===== src/rtl/shft_pkg.sv =====
package shft_pkg;
  typedef enum logic [1:0] {
    SK_LSL = 2'd0,
    SK_LSR = 2'd1,
    SK_ASR = 2'd2,
    SK_ROR = 2'd3
  } shift_kind_e;
endpackage


===== src/rtl/shft_lin_unit.sv =====
// Non-rotating shift path. One extra bit beside the word catches the last
// bit shifted out, so the carry falls out of the same shifter.
module shft_lin_unit #(
  parameter int W  = 32,
  parameter int AW = 8,
  parameter shft_pkg::shift_kind_e KIND = shft_pkg::SK_LSL
) (
  input  logic [W-1:0]  op,
  input  logic [AW-1:0] amt,
  output logic [W-1:0]  res,
  output logic          cout
);
  import shft_pkg::*;

  generate
    if (KIND == SK_LSL) begin : g_lsl
      logic [W:0] wide;
      assign wide = {1'b0, op} << amt;
      assign res  = wide[W-1:0];
      assign cout = wide[W];
    end else if (KIND == SK_LSR) begin : g_lsr
      logic [W:0] wide;
      assign wide = {op, 1'b0} >> amt;
      assign res  = wide[W:1];
      assign cout = wide[0];
    end else begin : g_asr
      logic signed [W:0] wide;
      assign wide = $signed({op, 1'b0}) >>> amt;
      assign res  = wide[W:1];
      assign cout = wide[0];
    end
  endgenerate
endmodule


===== src/rtl/shft_rot_unit.sv =====
// Rotate path. Only the low log2(W) bits of the amount reach it. The carry
// is the new top bit, which also covers a zero remainder (bit W-1).
module shft_rot_unit #(
  parameter int W = 32,
  localparam int LW = $clog2(W)
) (
  input  logic [W-1:0]  op,
  input  logic [LW-1:0] amt_lo,
  output logic [W-1:0]  res,
  output logic          cout
);
  logic [2*W-1:0] dbl;

  assign dbl  = {op, op} >> amt_lo;
  assign res  = dbl[W-1:0];
  assign cout = dbl[W-1];
endmodule


===== src/rtl/shft_outreg.sv =====
// Output stage: one register slot with valid/ready handshake.
module shft_outreg #(
  parameter int W = 32
) (
  input  logic         clk,
  input  logic         rst_n,
  input  logic         up_valid,
  output logic         up_ready,
  input  logic [W-1:0] up_data,
  input  logic         up_carry,
  output logic         dn_valid,
  input  logic         dn_ready,
  output logic [W-1:0] dn_data,
  output logic         dn_carry
);
  logic take;

  assign up_ready = !dn_valid || dn_ready;
  assign take     = up_valid && up_ready;

  always_ff @(posedge clk) begin
    if (!rst_n) begin
      dn_valid <= 1'b0;
      dn_data  <= '0;
      dn_carry <= 1'b0;
    end else if (take) begin
      dn_valid <= 1'b1;
      dn_data  <= up_data;
      dn_carry <= up_carry;
    end else if (dn_ready) begin
      dn_valid <= 1'b0;
    end
  end
endmodule


===== src/rtl/reg_shifter.sv =====
module reg_shifter #(
  parameter int DATA_W = 32,
  parameter int AMT_W  = 8
) (
  input  logic              clk,
  input  logic              rst_n,
  input  logic              in_valid,
  output logic              in_ready,
  input  logic [DATA_W-1:0] in_data,
  input  logic [AMT_W-1:0]  in_amt,
  input  logic [1:0]        in_kind,
  input  logic              in_carry,
  output logic              out_valid,
  input  logic              out_ready,
  output logic [DATA_W-1:0] out_data,
  output logic              out_carry
);
  import shft_pkg::*;

  localparam int LW     = $clog2(DATA_W);
  localparam int N_LIN  = 3;

  logic [DATA_W-1:0] lin_res  [N_LIN];
  logic              lin_cout [N_LIN];
  logic [DATA_W-1:0] rot_res;
  logic              rot_cout;
  logic [DATA_W-1:0] nxt_data;
  logic              nxt_carry;
  shift_kind_e       kind;

  assign kind = shift_kind_e'(in_kind);

  generate
    for (genvar k = 0; k < N_LIN; k++) begin : g_lin
      shft_lin_unit #(
        .W    (DATA_W),
        .AW   (AMT_W),
        .KIND (shift_kind_e'(k))
      ) u_lin (
        .op   (in_data),
        .amt  (in_amt),
        .res  (lin_res[k]),
        .cout (lin_cout[k])
      );
    end
  endgenerate

  shft_rot_unit #(.W(DATA_W)) u_rot (
    .op     (in_data),
    .amt_lo (in_amt[LW-1:0]),
    .res    (rot_res),
    .cout   (rot_cout)
  );

  always_comb begin
    if (in_amt == '0) begin
      nxt_data  = in_data;
      nxt_carry = in_carry;
    end else begin
      case (kind)
        SK_LSL:  begin nxt_data = lin_res[0]; nxt_carry = lin_cout[0]; end
        SK_LSR:  begin nxt_data = lin_res[1]; nxt_carry = lin_cout[1]; end
        SK_ASR:  begin nxt_data = lin_res[2]; nxt_carry = lin_cout[2]; end
        default: begin nxt_data = rot_res;    nxt_carry = rot_cout;    end
      endcase
    end
  end

  shft_outreg #(.W(DATA_W)) u_out (
    .clk      (clk),
    .rst_n    (rst_n),
    .up_valid (in_valid),
    .up_ready (in_ready),
    .up_data  (nxt_data),
    .up_carry (nxt_carry),
    .dn_valid (out_valid),
    .dn_ready (out_ready),
    .dn_data  (out_data),
    .dn_carry (out_carry)
  );
endmodule


===== config.mk =====
export PLATFORM = sky130hd
export DESIGN_NAME = reg_shifter
export DESIGN_NICKNAME = d
export VERILOG_FILES = /design/src/rtl/shft_pkg.sv /design/src/rtl/shft_lin_unit.sv /design/src/rtl/shft_rot_unit.sv /design/src/rtl/shft_outreg.sv /design/src/rtl/reg_shifter.sv
export SDC_FILE = /design/constraint.sdc
export NUM_CORES = 1
export LEC_CHECK = 0
export BUFFER_PORTS_ARGS = -buffer_cell sky130_fd_sc_hd__buf_2
export CAP_MARGIN = 20
export CORE_MARGIN = 2
export CORE_UTILIZATION = 25
export DETAILED_ROUTE_END_ITERATION = 8
export GPL_TIMING_DRIVEN = 0
export PLACE_DENSITY_LB_ADDON = 0.05
export RECOVER_POWER = 50
export SYNTH_ARGS = -nofsm -noshare
export SYNTH_HDL_FRONTEND = slang
export SYNTH_SLANG_ARGS = --single-unit

===== constraint.sdc =====
create_clock -name clk -period 2.47 [get_ports clk]
set_clock_uncertainty 0.1 [all_clocks]
set_input_delay 0.247 -clock clk [delete_from_list [all_inputs] [get_ports clk]]
set_output_delay 0.247 -clock clk [all_outputs]
set_load 0.01 [all_outputs]

# Yosys cells after proc, flatten, opt, wreduce, memory -nomap -nowiden
# Index checks and enable logic that the tools add are counted.
[classes] multipliers=0 n_addsub=0 magnitude_cmp=0 n_eq_ne=2 bitwise=0 div=0 shift=4 n_reduce_logical=6 mux=6
[op_table] cell="$pmux W32 S3" count=1
[op_table] cell="$shr A64 B5 Y32" count=1
[op_table] cell="$shl A32 B8 Y33" count=1
[op_table] cell="$shr A33 B8 Y33" count=1
[op_table] cell="$sshr A33 B8 Y33" count=1
[op_table] cell="$mux W32" count=1
[op_table] cell="$logic_not A8 Y1" count=1
[op_table] cell="$mux W1" count=3
[op_table] cell="$pmux W1 S3" count=1
[op_table] cell="$eq A2 B1 Y1 const B" count=1
[op_table] cell="$eq A2 B2 Y1 const B" count=1
[op_table] cell="$logic_not A2 Y1" count=1
[op_table] cell="$reduce_bool A2 Y1" count=1
[op_table] cell="$logic_and A1 B1 Y1" count=1
[op_table] cell="$logic_not A1 Y1" count=1
[op_table] cell="$logic_or A1 B1 Y1" count=1
[totals] mem_bits_ro=0 reg_bits=34 input_bits=47 memories=0 elab_cells=21 mem_bits_rw=0 latchBits=0 output_inout_bits=35

# Longest topological paths before layout
# Gate-level depths: netlist of run 1.
[logic_depth] ltp_word=4 depth_mapped=12 ltp_nobuf=7

# Hierarchy
# From an unflattened synthesis of run 1, not the netlist that was laid out.
[unflattened] hier_cells=1178 area_unflattened_um2=11551.1
[by_module_without_submodules] mod="shft_lin_unit (g_lin[2].u_lin)" area_each_um2=2721.4 seq_area_each_um2=0.0 cells_each=338 n_inst=1
[by_module_without_submodules] mod="shft_lin_unit (g_lin[1].u_lin)" area_each_um2=2127.0 seq_area_each_um2=0.0 cells_each=259 n_inst=1
[by_module_without_submodules] mod="shft_lin_unit (g_lin[0].u_lin)" area_each_um2=1993.2 seq_area_each_um2=0.0 cells_each=236 n_inst=1
[by_module_without_submodules] mod="shft_rot_unit" area_each_um2=1954.4 seq_area_each_um2=0.0 cells_each=117 n_inst=1
[by_module_without_submodules] mod="shft_outreg" area_each_um2=1395.1 seq_area_each_um2=680.7 cells_each=148 n_inst=1
[by_module_without_submodules] mod="reg_shifter" area_each_um2=1360.1 seq_area_each_um2=0.0 cells_each=80 n_inst=1

# Worst setup path after synthesis of run 1
# OpenSTA, ideal clock, no wires.
[synth_timing] kind="input port to flip-flop" start="input in_amt[0]" end="register u_out.dn_data[18]" path_slack_ps=143 t_arrival_ps=2086 setup_time_ps=141 path_buffers=1 stages=8 t_required_ps=2229 cell_sequence="buf_6 -> mux2_2 -> and2_1 -> or4_1 -> a22o_1 -> o21ba_1 -> a211oi_2 -> a2111oi_2"
[synth_via] elab_chain_len=3 word_cells_on_any_way=7 cone_classes="shift (4); mux (2); reduce/logical (1)"
[synth_rtl] item="start: declaration" line="reg_shifter.sv:10" rtl="input logic [AMT_W-1:0] in_amt,"
[synth_rtl] item="$sshr A33 B8 Y33, or another cell as far along" line="shft_lin_unit.sv:28" rtl="assign wide = $signed({op, 1'b0}) >>> amt;"
[synth_rtl] item="$pmux W32 S3" line="reg_shifter.sv:60" rtl="case (kind)"
[synth_rtl] item="$mux W32 (*)" line="reg_shifter.sv:56" rtl="if (in_amt == '0) begin"
[synth_rtl] item="end signal: assignment" line="shft_outreg.sv:28" rtl="dn_data <= up_data;"
[synth_rtl] item="end: declaration" line="shft_outreg.sv:13" rtl="output logic [W-1:0] dn_data,"
# Every way passes the cells marked *; elsewhere a longest branch is shown, timed or not.
# A chain may end at the register's enable or synchronous reset.

# Final worst setup path of run 1
[layout_timing] start="input in_amt[0]" end="register u_out.dn_data[26]"
# Same word-level chain as after synthesis.

==> results.py, run 1 <==
metrics = {
    "place": {
        "gp_congestion": 1.05,
        "numPortBuffers": 71,
        "place_ws_ns": -1.39,
        "post-dp-hpwl_um": 49600,
        "dpl.cell_count": 1517,
    },
    "cells_and_area": {
        "seq_area_sq_um": 681,
        "instances_no_fill": 1561,
        "area_growth_pct": 31.2,
        "drive_above_1_share_pct": 37.8,
        "n_fill_cell": 3476,
        "diodes": 0,
        "multi_input_area_sq_mm": 0.00743,
        "fin_util_pct": 33.2,
        "nets": 1205,
    },
    "clocking": {
        "insertion_delay_ns": 0.28,
        "cts_sinks": 34,
        "cts_root_buffer": "clkbuf_16",
        "cts_tree": "yes",
        "h-tree-depth": 2,
        "cts_buffer_depth": 2,
        "clk_pin_slew_ns": 0.06,
        "hold_buffers": 0,
        "cts-buffers-inserted": 5,
    },
    "timing": {
        "finalWorstSetupSlack_ns": -0.0499,
        "fmax_mhz": 397,
        "slew_headroom_pct": 30.9,
        "rsz0062_at_grt": "yes",
        "worstMarginPinSlew_ns": 1.03,
        "slew_violations": 0,
        "setup_viol": 10,
        "fin_crit_sh_pct": 102,
        "holdWs_ns": 0.112,
        "hold_viol": 0,
        "min_period_ns": 2.52,
    },
    "floorplanning": {
        "rows": 65,
        "fp.dieW_um": 182,
        "initial_core_util_pct": 25.3,
        "io_pins": 82,
        "dieArea_sq_mm": 0.0332,
        "core-area_sq_mm": 0.0314,
        "die_y_um": 182,
    },
    "critical_path": {
        "cp-startpoint": "in_amt[0]",
        "start_kind": "input pin",
        "crit_chain": "buf_16 > buf_12 > mux2_4 > mux2_4 > a222oi_1 > nor4_1 > a2111oi_2 > a31oi_4 > a21o_1",
        "critPathRequiredTime_ns": 2.55,
        "critPathMaxStageDelay_ns": 0.53,
        "cp_common_cell": "mux2_4",
        "cp_max_fo": 7,
        "r2r-start": "u_out.dn_valid$_SDFFE_PN0P_",
        "critPathTopFamily": "compound AO/OA/AOI/OAI gates",
        "worstSetupPathType": "input pin to register",
        "worst_setup_path_end_kind": "register",
        "critPathBufInv": 2,
        "slowest_stage": "a222oi_1",
        "cp.arrival_ns": 2.60,
    },
    "global_route": {
        "grt_max_degree": 12,
        "grt_overflow": 0,
        "grtUsageTotal_pct": 37.5,
        "grt_pass1_vias": 10300,
        "antenna_found_initial": 1,
        "grt_pass1_wl_um": 87100,
    },
    "synthesis": {
        "yosys_most_used_dff": "dfxtp_1",
        "yosysMostFrequentCell": "nand2_1",
        "synth-seq-cells": 34,
        "yosysUniqueCellTypes": 82,
        "synth_top_area_share_pct": 17.0,
        "ys_seq_area_share_pct": 8.57,
        "syn_avg_cell_area_sq_um": 7.63,
        "postSynth.asyncResetShare_pct": 0,
        "synth_edf_count": 0,
        "synth_top_area_cell": "mux4_2",
        "syn_nets": 1088,
        "synthTopCellsByArea": "mux4_2 17%, mux2i_1 8.8%, dfxtp_1 8.6%",
        "netlist_area_sq_mm": 0.00795,
        "ys_warn_count": 0,
        "syn_inst": 1041,
        "synth_common_cells": "117 x nand2_1, 109 x nor2_1, 75 x o21ai_0",
    },
    "run": {
        "drv_cap": 0,
    },
    "route": {
        "drc": 0,
        "wl_um": 63600,
        "dr.pass1.iters": 8,
        "m1WireLength_um": 26000,
        "met3WireLength_um": 5650,
        "drt-initial-drc-count": 1468,
        "highest_layer": "met4",
        "routed_via_density": 6.96,
        "vias": 10900,
        "postRouteAntennaNets": 0,
        "dr_wl_met2_um": 27300,
        "drt-wirelength-per-cell_um": 40.7,
    },
    "hold_path": {
        "hp-start": "in_valid",
        "hp-class": "input pin to register",
    },
    "run_status": {
        "violations": "negative setup slack",
        "status": "finished, violations left",
    },
    "pwr": {
        "power_uw": 3810,
        "power_density_mw_per_mm2": 366,
        "leakage_uw": 0.00366,
        "max-vdd-ir-drop_mv": 0.256,
    },
}
kinds of logic (layout without fill, tap and decap cells):
logic type / count (synthesis) / in the layout / share of synthesized area (%)
simple gates: 371 / 371 / 21.4
compound gates: 333 / 333 / 28.9
mux: 173 / 173 / 32.5
buf+inv: 129 / 247 / 8.46
flops: 34 / 34 / 8.57
xor+xnor: 1 / 1 / 0.110
registers in the layout, summed over array words and instances, names as in the netlist:
signal,flops
u_out.dn_carry,1
u_out.dn_valid,1
u_out.dn_data,32
power breakdown:
part           total, uW  internal (uW)  switching, uW
logic               2530            874           1660
registers            616            591           24.2
clock network        663            400            263
total               3810           1870           1950
worst min-delay path, stage by stage:
cell,delay (ns)
buf_2,0.11
inv_1,0.04
a21oi_1,0.05
per-stage QoR:
step	area [sq um]	setup TNS [ns]
4_1_cts	10100	-0.104
2_1_floorplan	7950	0
5_1_grt	10400	-0.149
3_5_place_dp	8830	-36.46
3_3_place_gp	8800	-39.46
6_report	10400	-0.250
cell usage in the layout, fill, tap and decap left out, types with 14 or more instances in the layout:
master / Yosys / routed
dfxtp_1: 34 / 34
o211ai_1: 30 / 30
mux2i_4: 1 / 15
a31oi_1: 16 / 14
clkbuf_2: 3 / 29
nor2_1: 109 / 94
o21ai_0: 75 / 63
mux2_2: 37 / 33
nand2_1: 117 / 112
o22ai_1: 16 / 15
a21oi_1: 54 / 47
mux4_2: 60 / 61
nor3_1: 41 / 30
a211oi_1: 24 / 16
mux2i_1: 70 / 45
buf_4: 9 / 48
nand3_1: 22 / 19
clkbuf_1: 59 / 43
buf_2: 31 / 61
buf_6: 4 / 17
final timing paths:
path / depth (start not counted) / endpoint / slack [ns]
worst min register to register: 2 / u_out.dn_data[24]$_SDFFE_PN0P_ / 0.35
worst min-delay path: 3 / u_out.dn_valid$_SDFFE_PN0P_ / 0.11
worst max register to register: 7 / u_out.dn_data[19]$_SDFFE_PN0P_ / 0.10
worst max-delay path: 9 / u_out.dn_data[26]$_SDFFE_PN0P_ / -0.05
metal layers:
layer | vias to the layer above | GRT usage (%)
li1 | 4288 | -
met1 | 5554 | 49.4
met2 | 826 | 58.8
met3 | 203 | 6.31
met4 | 0 | 20.1
met5 | - | 0
repair_timing:
| item | CTS | global route |
|---|---|---|
| setup endpoints to repair | 33 | 30 |
| buffers inserted | 30 | 7 |
| pin swaps | 18 | 19 |
| cloned | 1 | 0 |
| resized for setup | 233 | 79 |
layout make-up:
type / count / share of cell area [%]
well taps: 402 / 4.82
clock inverters: 2 / 0.120
inverters: 9 / 0.348
clock buffers: 6 / 1.33
flip-flops and latches: 34 / 6.53
plain buffers: 118 / 8.88
multi-input cells: 878 / 71.2
repair buffers: 112 / 6.72
(Power assumes the default switching activity.)
==> run 2: changes to the inputs <==
==> constraint.sdc (replaced) <==
create_clock -name clk -period 2.47 [get_ports clk]
set_clock_uncertainty 0.1 [all_clocks]
set_input_delay 0.247 -clock clk [delete_from_list [all_inputs] [get_ports clk]]
set_output_delay 0.247 -clock clk [all_outputs]
set_load 0.005 [all_outputs]
==> run 2 against run 1 <==
Against the previous run:
- the flow still finishes with violations (negative setup slack)
- first-iteration DRC count shrank 0.48%
- die area is the same
- critical path depth grew 1
- highest routed layer unchanged
- largest cell class unchanged
- critical endpoint is now u_out.dn_data[10]$_SDFFE_PN0P_
- sequential cell count is the same
==> results.py, run 2 (synthesis gave the netlist of run 1 again) <==
metrics = {
    "clocking": {
        "insertion_delay_ns": 0.29,
        "cts_root_buffer": "clkbuf_16",
        "h-tree-depth": 2,
        "hold_buffers": 0,
        "clk_pin_slew_ns": 0.06,
        "cts_tree": "yes",
        "cts_buffer_depth": 2,
        "cts_sinks": 34,
        "cts-buffers-inserted": 5,
    },
    "cells_and_area": {
        "diodes": 0,
        "fin_util_pct": 33.3,
        "final_cell_mix": "112 x nand2_1, 94 x nor2_1, 79 x buf_2",
        "nets": 1205,
        "area_growth_pct": 31.5,
        "final_cell_area_sq_mm": 0.0104,
        "largestRegisters": "u_out.dn_data: 32 flops, u_out.dn_carry: 1 flops, u_out.dn_valid: 1 flops",
        "multi_input_area_sq_mm": 0.00743,
        "drive_above_1_share_pct": 39.3,
        "instances_no_fill": 1561,
        "n_fill_cell": 3473,
        "mostFrequentLayoutCell": "nand2_1",
        "largest-register": "u_out.dn_data",
        "seq_area_sq_um": 681,
        "largest_reg_flops": 32,
    },
    "global_route": {
        "grt_overflow": 0,
        "grtUsageTotal_pct": 37.5,
        "grt_pass1_vias": 10300,
        "grt_pass1_wl_um": 87100,
        "antenna_found_initial": 1,
        "grt_max_degree": 12,
    },
    "critical_path": {
        "critPathRequiredTime_ns": 2.54,
        "slowest_stage": "o21ai_0",
        "worstSetupPathType": "input pin to register",
        "critPathTopFamily": "compound AO/OA/AOI/OAI gates",
        "critPathBufInv": 3,
        "cp.arrival_ns": 2.57,
        "critPathMaxStageDelay_ns": 0.38,
        "crit_chain": "buf_2 > buf_4 > buf_6 > nand2_1 > o22ai_1 > nor2_1 > o21ai_0 > o221ai_1 > a21oi_2 > o21ai_1",
        "start_kind": "input pin",
        "worst_setup_path_end_kind": "register",
        "cp_max_fo": 10,
    },
    "timing": {
        "slew_headroom_pct": 25.6,
        "setup_viol": 9,
        "min_period_ns": 2.51,
        "hold_viol": 0,
        "finalWorstSetupSlack_ns": -0.0378,
        "worstMarginPinSlew_ns": 1.10,
        "slew_violations": 0,
        "rsz0062_at_grt": "yes",
        "holdWs_ns": 0.109,
        "fmax_mhz": 399,
        "fin_crit_sh_pct": 102,
    },
    "route": {
        "vias": 10800,
        "postRouteAntennaNets": 0,
        "drt-wirelength-per-cell_um": 40.6,
        "wl_um": 63400,
        "drt-initial-drc-count": 1461,
        "dr.pass1.iters": 5,
        "routed_via_density": 6.95,
        "drc": 0,
    },
    "pwr": {
        "power_density_mw_per_mm2": 363,
        "max-vdd-ir-drop_mv": 0.254,
        "leakage_uw": 0.00373,
    },
    "floorplanning": {
        "core-area_sq_mm": 0.0314,
        "io_pins": 82,
        "fp.dieW_um": 182,
        "dieArea_sq_mm": 0.0332,
        "die_y_um": 182,
        "initial_core_util_pct": 25.3,
        "rows": 65,
    },
    "run": {
        "drv_cap": 0,
    },
    "place": {
        "numPortBuffers": 71,
        "place_ws_ns": -1.39,
        "post-dp-hpwl_um": 49600,
        "dpl.cell_count": 1517,
        "gp_congestion": 1.05,
        "post_dp_cell_area_sq_mm": 0.00883,
    },
    "run_status": {
        "status": "finished, violations left",
        "violations": "negative setup slack",
    },
    "hold_path": {
        "hp-class": "input pin to register",
    },
}
run 2: changes by cell type in the layout (fill, tap and decap cells not counted), sizes merged:
| cell | change |
|---|---|
| clkbuf | -18 |
| buf | +18 |
run 2: path summary, 6_finish.rpt:
path / start / to / slack [ns] / cells after the start
max reg2reg: u_out.dn_valid$_SDFFE_PN0P_ / u_out.dn_data[19]$_SDFFE_PN0P_ / 0.10 / 7
max: in_amt[2] / u_out.dn_data[10]$_SDFFE_PN0P_ / -0.04 / 10
min: in_valid / u_out.dn_valid$_SDFFE_PN0P_ / 0.11 / 3
min reg2reg: u_out.dn_data[24]$_SDFFE_PN0P_ / u_out.dn_data[24]$_SDFFE_PN0P_ / 0.35 / 2
run 2: routing by layer:
layer	vias to the layer above	GRT usage, %	share of wire, %
met2	809	58.8	43
met5	-	0	0
met3	211	6.31	8.3
met1	5546	49.4	41
met4	0	20.1	7.2
li1	4280	-	-
run 2: what timing repair did:
item,4_1_cts,5_1_grt
pin swaps,18,19
setup endpoints to repair,33,30
gates cloned,1,0
gates resized for setup,233,79
buffers inserted,30,7
run 2: where the power goes:
part           internal (uW)  switching (uW)
logic                    880            1640
registers                591            23.3
clock network            400             263
total                   1870            1930
run 2: final cells by class:
class                      count  area share, %
multi-input combinational    878           71.1
buffer                       118           8.86
timing repair buffer         112           6.92
sequential                    34           6.51
tap                          402           4.81
clock buffer                   6           1.33
inverter                       9          0.347
clock inverter                 2          0.120
run 2: worst reg2reg max path: cells and delay by family (launching register included):
kind            cells  cell delay (ns)
compound gates      4             0.96
simple gates        3             0.86
flops               1             0.31
run 2: per-stage QoR:
stage / setup TNS, ns / total power [uW]
after CTS: -0.104 / 3590
after floorplan: 0 / 1770
final: -0.160 / 3800
after detailed placement: -36.46 / 2680
after global placement: -39.46 / 2710
after global routing: -0.149 / 3850
